File: config.mk
export PLATFORM = sky130hd
export DESIGN_NAME = xlat_unit
export DESIGN_NICKNAME = d
export VERILOG_FILES = /design/src/rtl/xlat_pkg.sv /design/src/rtl/xlat_cam.sv /design/src/rtl/xlat_walk.sv /design/src/rtl/xlat_unit.sv
export SDC_FILE = /design/constraint.sdc
export NUM_CORES = 1
export LEC_CHECK = 0
export ABC_AREA = 1
export BUFFER_PORTS_ARGS = -buffer_cell sky130_fd_sc_hd__buf_2
export CORE_MARGIN = 2
export CORE_UTILIZATION = 60
export DETAILED_ROUTE_END_ITERATION = 7
export HOLD_SLACK_MARGIN = 0.03
export PLACE_DENSITY_LB_ADDON = 0.3
export REMOVE_ABC_BUFFERS = 1
export SYNTH_ARGS = -nofsm -noshare
export SYNTH_HDL_FRONTEND = slang
export SYNTH_SLANG_ARGS = --single-unit
File: constraint.sdc
create_clock -name clk -period 3.81 [get_ports clk]
set_input_delay 0.381 -clock clk [delete_from_list [all_inputs] [get_ports clk]]
set_output_delay 0.381 -clock clk [all_outputs]
set_load 0.05 [all_outputs]
File: src/rtl/xlat_pkg.sv
package xlat_pkg;
  typedef enum logic [1:0] {
    WK_IDLE  = 2'd0,
    WK_FETCH = 2'd1,
    WK_WAIT  = 2'd2
  } walk_state_e;
endpackage

File: src/rtl/xlat_cam.sv
module xlat_cam #(
  parameter int ENTRIES = 4,
  parameter int KEY_W   = 3,
  parameter int VAL_W   = 8
) (
  input  logic               clk,
  input  logic               rst,
  input  logic [KEY_W-1:0]   look_key,
  output logic               look_hit,
  output logic [VAL_W-1:0]   look_val,
  input  logic               clear,
  input  logic               ins_en,
  input  logic [KEY_W-1:0]   ins_key,
  input  logic [VAL_W-1:0]   ins_val,
  output logic [ENTRIES-1:0] vld_o
);
  localparam int IDX_W = (ENTRIES > 1) ? $clog2(ENTRIES) : 1;

  logic [ENTRIES-1:0] vld_q;
  logic [KEY_W-1:0]   key_q [ENTRIES];
  logic [VAL_W-1:0]   val_q [ENTRIES];
  logic [ENTRIES-1:0] match;
  logic [IDX_W-1:0]   rr_q;
  logic [IDX_W-1:0]   free_idx;
  logic               any_free;
  logic [IDX_W-1:0]   victim;

  genvar g;
  generate
    for (g = 0; g < ENTRIES; g++) begin : g_cmp
      assign match[g] = vld_q[g] && (key_q[g] == look_key);
    end
  endgenerate

  always_comb begin
    look_val = '0;
    for (int i = 0; i < ENTRIES; i++) begin
      if (match[i]) look_val = look_val | val_q[i];
    end
  end
  assign look_hit = |match;

  always_comb begin
    any_free = 1'b0;
    free_idx = '0;
    for (int i = ENTRIES - 1; i >= 0; i--) begin
      if (!vld_q[i]) begin
        any_free = 1'b1;
        free_idx = IDX_W'(i);
      end
    end
  end
  assign victim = any_free ? free_idx : rr_q;

  always_ff @(posedge clk) begin
    if (rst) begin
      vld_q <= '0;
      rr_q  <= '0;
    end else if (clear) begin
      vld_q <= '0;
    end else if (ins_en) begin
      vld_q[victim] <= 1'b1;
      if (!any_free) begin
        rr_q <= (victim == IDX_W'(ENTRIES - 1)) ? '0 : victim + 1'b1;
      end
    end
  end

  always_ff @(posedge clk) begin
    if (ins_en && !clear) begin
      key_q[victim] <= ins_key;
      val_q[victim] <= ins_val;
    end
  end

  assign vld_o = vld_q;
endmodule

File: src/rtl/xlat_walk.sv
module xlat_walk
  import xlat_pkg::*;
#(
  parameter int VA_W     = 16,
  parameter int PN_W     = 3,
  parameter int FRAME_W  = 8,
  parameter int PTE_W    = 16,
  parameter int MA_W     = 16,
  parameter int PRES_BIT = 15,
  localparam int OFF_W   = VA_W - PN_W,
  localparam int PA_W    = FRAME_W + OFF_W
) (
  input  logic               clk,
  input  logic               rst,
  input  logic               req_valid,
  output logic               req_ready,
  input  logic [VA_W-1:0]    req_vaddr,
  input  logic               hit,
  input  logic [FRAME_W-1:0] hit_frame,
  input  logic [MA_W-1:0]    base,
  output logic               rsp_valid,
  output logic               rsp_fault,
  output logic [PA_W-1:0]    rsp_paddr,
  output logic               mem_req_valid,
  input  logic               mem_req_ready,
  output logic [MA_W-1:0]    mem_req_addr,
  input  logic               mem_rsp_valid,
  input  logic [PTE_W-1:0]   mem_rsp_data,
  output logic               ins_en,
  output logic [PN_W-1:0]    ins_key,
  output logic [FRAME_W-1:0] ins_val
);
  walk_state_e         st_q;
  logic [PN_W-1:0]     pn_q;
  logic [OFF_W-1:0]    off_q;
  logic                fire;
  logic                present;
  logic [PN_W-1:0]     req_pn;
  logic [OFF_W-1:0]    req_off;

  assign req_pn  = req_vaddr[VA_W-1:OFF_W];
  assign req_off = req_vaddr[OFF_W-1:0];
  assign req_ready     = (st_q == WK_IDLE);
  assign mem_req_valid = (st_q == WK_FETCH);
  assign fire    = req_valid && req_ready;
  assign present = mem_rsp_data[PRES_BIT];

  always_ff @(posedge clk) begin
    if (rst) begin
      st_q         <= WK_IDLE;
      rsp_valid    <= 1'b0;
      rsp_fault    <= 1'b0;
      rsp_paddr    <= '0;
      mem_req_addr <= '0;
      pn_q         <= '0;
      off_q        <= '0;
    end else begin
      rsp_valid <= 1'b0;
      rsp_fault <= 1'b0;
      unique case (st_q)
        WK_IDLE: begin
          if (fire) begin
            if (hit) begin
              rsp_valid <= 1'b1;
              rsp_paddr <= {hit_frame, req_off};
            end else begin
              pn_q         <= req_pn;
              off_q        <= req_off;
              mem_req_addr <= base + MA_W'({req_pn, 1'b0});
              st_q         <= WK_FETCH;
            end
          end
        end
        WK_FETCH: begin
          if (mem_req_ready) st_q <= WK_WAIT;
        end
        WK_WAIT: begin
          if (mem_rsp_valid) begin
            rsp_valid <= 1'b1;
            st_q      <= WK_IDLE;
            if (present) begin
              rsp_paddr <= {mem_rsp_data[FRAME_W-1:0], off_q};
            end else begin
              rsp_fault <= 1'b1;
              rsp_paddr <= '0;
            end
          end
        end
        default: st_q <= WK_IDLE;
      endcase
    end
  end

  assign ins_en  = (st_q == WK_WAIT) && mem_rsp_valid && present;
  assign ins_key = pn_q;
  assign ins_val = mem_rsp_data[FRAME_W-1:0];
endmodule

File: src/rtl/xlat_unit.sv
module xlat_unit #(
  parameter int VA_W     = 16,
  parameter int PN_W     = 3,
  parameter int FRAME_W  = 8,
  parameter int ENTRIES  = 4,
  parameter int PTE_W    = 16,
  parameter int MA_W     = 16,
  parameter int PRES_BIT = 15,
  localparam int OFF_W   = VA_W - PN_W,
  localparam int PA_W    = FRAME_W + OFF_W
) (
  input  logic              clk,
  input  logic              rst,
  input  logic              req_valid,
  output logic              req_ready,
  input  logic [VA_W-1:0]   req_vaddr,
  output logic              rsp_valid,
  output logic              rsp_fault,
  output logic [PA_W-1:0]   rsp_paddr,
  output logic              mem_req_valid,
  input  logic              mem_req_ready,
  output logic [MA_W-1:0]   mem_req_addr,
  input  logic              mem_rsp_valid,
  input  logic [PTE_W-1:0]  mem_rsp_data,
  input  logic              base_we,
  input  logic [MA_W-1:0]   base_wdata,
  input  logic              flush
);
  logic [MA_W-1:0]    base_q;
  logic               wipe;
  logic               hit;
  logic [FRAME_W-1:0] hit_frame;
  logic               ins_en;
  logic [PN_W-1:0]    ins_key;
  logic [FRAME_W-1:0] ins_val;
  logic [ENTRIES-1:0] ent_vld;

  always_ff @(posedge clk) begin
    if (rst)          base_q <= '0;
    else if (base_we) base_q <= base_wdata;
  end

  assign wipe = flush || base_we;

  xlat_cam #(
    .ENTRIES (ENTRIES),
    .KEY_W   (PN_W),
    .VAL_W   (FRAME_W)
  ) cam_i (
    .clk      (clk),
    .rst      (rst),
    .look_key (req_vaddr[VA_W-1:OFF_W]),
    .look_hit (hit),
    .look_val (hit_frame),
    .clear    (wipe),
    .ins_en   (ins_en),
    .ins_key  (ins_key),
    .ins_val  (ins_val),
    .vld_o    (ent_vld)
  );

  xlat_walk #(
    .VA_W     (VA_W),
    .PN_W     (PN_W),
    .FRAME_W  (FRAME_W),
    .PTE_W    (PTE_W),
    .MA_W     (MA_W),
    .PRES_BIT (PRES_BIT)
  ) walk_i (
    .clk           (clk),
    .rst           (rst),
    .req_valid     (req_valid),
    .req_ready     (req_ready),
    .req_vaddr     (req_vaddr),
    .hit           (hit),
    .hit_frame     (hit_frame),
    .base          (base_q),
    .rsp_valid     (rsp_valid),
    .rsp_fault     (rsp_fault),
    .rsp_paddr     (rsp_paddr),
    .mem_req_valid (mem_req_valid),
    .mem_req_ready (mem_req_ready),
    .mem_req_addr  (mem_req_addr),
    .mem_rsp_valid (mem_rsp_valid),
    .mem_rsp_data  (mem_rsp_data),
    .ins_en        (ins_en),
    .ins_key       (ins_key),
    .ins_val       (ins_val)
  );
endmodule

==> impl_metrics.env <==
export IMPL_grt_pass1_wl_um=21330
export IMPL_cp_slowest_cell="nor2_1"
export IMPL_synth_top_family_by_area="simple AND/OR/NAND/NOR gates"
export IMPL_first_global_vias=4722
export IMPL_totalPowerFinal_mw=3.301
export IMPL_cp_data_arrival_time_ns=2.59
export IMPL_cts_root_buf="clkbuf_8"
export IMPL_hpwl_um=8685
export IMPL_synthesis_area_per_instance_um2=7.754
export IMPL_initial_core_util_pct=61.55
export IMPL_cts_tree="built"
export IMPL_cap_violations=0
export IMPL_clkTransAtPathRegs_ns=0.06
export IMPL_antenna_found_initial=0
export IMPL_power_density_nw_per_um2=496.5
export IMPL_clock_skew_ns=0.01415
export IMPL_drt_wl_total_um=13080
export IMPL_path_max_fanout=11
export IMPL_die_x_um=101.1
export IMPL_fill_cells=728
export IMPL_grt_max_degree=40
export IMPL_port_buffers=88
export IMPL_critPathBufInv=1
export IMPL_ant_nets=0
export IMPL_crit_family="simple AND/OR/NAND/NOR gates"
export IMPL_synth_area_um2=5660
export IMPL_slew_headroom_pct=23.43
export IMPL_synthSimpleGateAreaFrac_pct=30.19
export IMPL_clk_insertion_delay_late_ns=0.52
export IMPL_synth_ff_type="dfxtp_1"
export IMPL_min_period_ns=2.468
export IMPL_firstDrtPassIters=5
export IMPL_synthCells=730
export IMPL_ctsHoldBuffers=0
export IMPL_htree_levels=4
export IMPL_post_cts_resized=0
export IMPL_finalNonFillerCells=933
export IMPL_cts_made_buffers=17
export IMPL_syn_to_final_growth_pct=17.46
export IMPL_crit_type="reg2reg"
export IMPL_dp_cells=901
export IMPL_muxShareOfSynthArea_pct=0
export IMPL_setup_viol_count_final=0
export IMPL_worstPathCellList="nand2_1 -> nor2_1 -> inv_1 -> o221ai_1 -> ha_1 -> nand2_1 -> nor2_1"
export IMPL_ioPinCount=96
export IMPL_drive_gt1_share_pct=18.37
export IMPL_clock_sinks=123
export IMPL_gp_congestion=0.7850
export IMPL_synth_compound_area_share_pct=7.383
export IMPL_ys_ff_latch=123
export IMPL_mostFrequentLayoutCell="nand2_1"
export IMPL_synth_enable_flop_cells=44
export IMPL_tns_ns=0
export IMPL_rsz0062_at_grt="no"
export IMPL_p_leak_nw=3.041
export IMPL_core_um2=9196
export IMPL_synth_async_reset_ratio_pct=0
export IMPL_drc=0
export IMPL_multi_input_area_um2=2340
export IMPL_final_util_pct=72.30
export IMPL_finalMaxSlewViolations=0
export IMPL_register_area_um2=2903
export IMPL_start_kind="register"
export IMPL_track_usage_pct=26.78
export IMPL_post_cts_buffers=0
export IMPL_worst_r2r_setup_slack_ns=1.34
export IMPL_grt_ovfl_total=0
export IMPL_fp_row_count=35
export IMPL_die_area_um2=10230
export IMPL_place_ws_ns=1.359
export IMPL_worst_path_largest_cell_delay_ns=0.84
export IMPL_ys_types=33
export IMPL_wire_per_inst_um=14.02
export IMPL_ys_seq_area_share_pct=51.28
export IMPL_final_cell_mix="nand2_1 (189), nor2_1 (151), buf_2 (88)"
export IMPL_worst_slew_pin_slew_ns=1.144
export IMPL_hp_class="in2reg"
export IMPL_hold_violations=0
export IMPL_status="completed"
export IMPL_finalWorstSetupSlack_ns=1.342
export IMPL_initialDrtViolationCount=293
export IMPL_antennaDiodeCount=0
export IMPL_yosysWarnings=0
export IMPL_end_kind="register"
export IMPL_via_per_inst=5.300
export IMPL_required_ns=3.93
export IMPL_ir_worst_vdd_mv=0.3543
export IMPL_cts_path_max_buffers=2
export IMPL_synth_xor_area_share_pct=1.857
export IMPL_synthAdderAreaFrac_pct=1.901
export IMPL_num_vias=4945
export IMPL_fmax_mhz=405.2
export IMPL_fin_crit_sh_pct=64.78
export IMPL_fp_dieH_um=101.1
export IMPL_nets=872
[cells by family after synthesis]
group	count (synthesis)
buffers and inverters	90
AND/OR/NAND/NOR	415
adder cells (fa/ha/maj)	8
flip-flops	123
XOR/XNOR	12
AO/OA/AOI/OAI	82
[report_power, final]
group	switching [mW]	leakage, nW	internal, mW
sequential	0.0328	1.05	1.41
combinational	0.246	1.71	0.0956
clock	0.590	0.282	0.926
total	0.869	3.04	2.43
[final cells by class]
class / instances / area share (%)
tap: 111 / 2.089
inverter: 58 / 3.425
timing repair buffer: 92 / 7.076
clock inverter: 12 / 1.694
multi-input combinational: 517 / 35.19
clock buffer: 20 / 6.869
sequential: 123 / 43.66
[per-layer routing]
layer,track usage [%],routed length (um),vias to the layer above
met5,0,0,-
met4,10.71,184,0
met3,7.108,779,20
met2,45.24,6529,164
met1,32.78,5584,2282
li1,-,-,2479
[per-stage QoR]
stage / instance area, um2 / hold WS, ns
after detailed placement: 6080 / 0.4624
after floorplan: 5470 / 0.4501
final: 6649 / 0.08841
after CTS: 6649 / 0.07895
after global routing: 6649 / 0.08059
after global placement: 6080 / 0.4504
[worst paths after layout]
kind / startpoint / endpoint / cells after the start
max: cam_i.vld_o[2] / cam_i.val_q[0][2] / 7
min: base_wdata[12] / base_q[12] / 3
max reg2reg: cam_i.vld_o[2] / cam_i.val_q[0][2] / 7
min reg2reg: walk_i.mem_req_addr[14] / walk_i.mem_req_addr[14] / 2
[synthesized netlist by cell type (2+ instances only)]
library cell,instances,share of area (%)
nand2_1,189,13
nor2_1,151,10
dfxtp_1,79,28
o21ai_0,56,5.0
inv_1,53,3.5
nand3_1,47,4.2
edfxtp_1,44,23
a21oi_1,22,1.9
clkbuf_1,18,1.2
nor2_2,12,1.3
xor2_1,8,1.2
ha_1,7,1.5
buf_6,6,1.2
nand2_2,5,0.55
nor3_1,4,0.35
xnor2_1,4,0.62
buf_1,2,0.13
buf_2,2,0.18
clkbuf_2,2,0.18
inv_4,2,0.22
nand2_4,2,0.40
nand3_2,2,0.35
nor2_4,2,0.40
o21ai_1,2,0.18
[flip-flops by register name, indices dropped and copies added (netlist names)]
signal and cells:
cam_i.val_q 32, walk_i.rsp_paddr 21, base_q 16, walk_i.mem_req_addr 16, walk_i.off_q 13, cam_i.key_q 12
cam_i.vld_o 4, walk_i.ins_key 3, cam_i.rr_q 2, walk_i.st_q 2, walk_i.rsp_fault 1, walk_i.rsp_valid 1
[worst reg2reg max path, cell delays in order, from the launching register on]
cell and delay, ns:
dfxtp_1 0.40, nand2_1 0.11, nor2_1 0.11, inv_1 0.06, o221ai_1 0.27, ha_1 0.20
nand2_1 0.07, nor2_1 0.84
(Power assumes the default switching activity.)
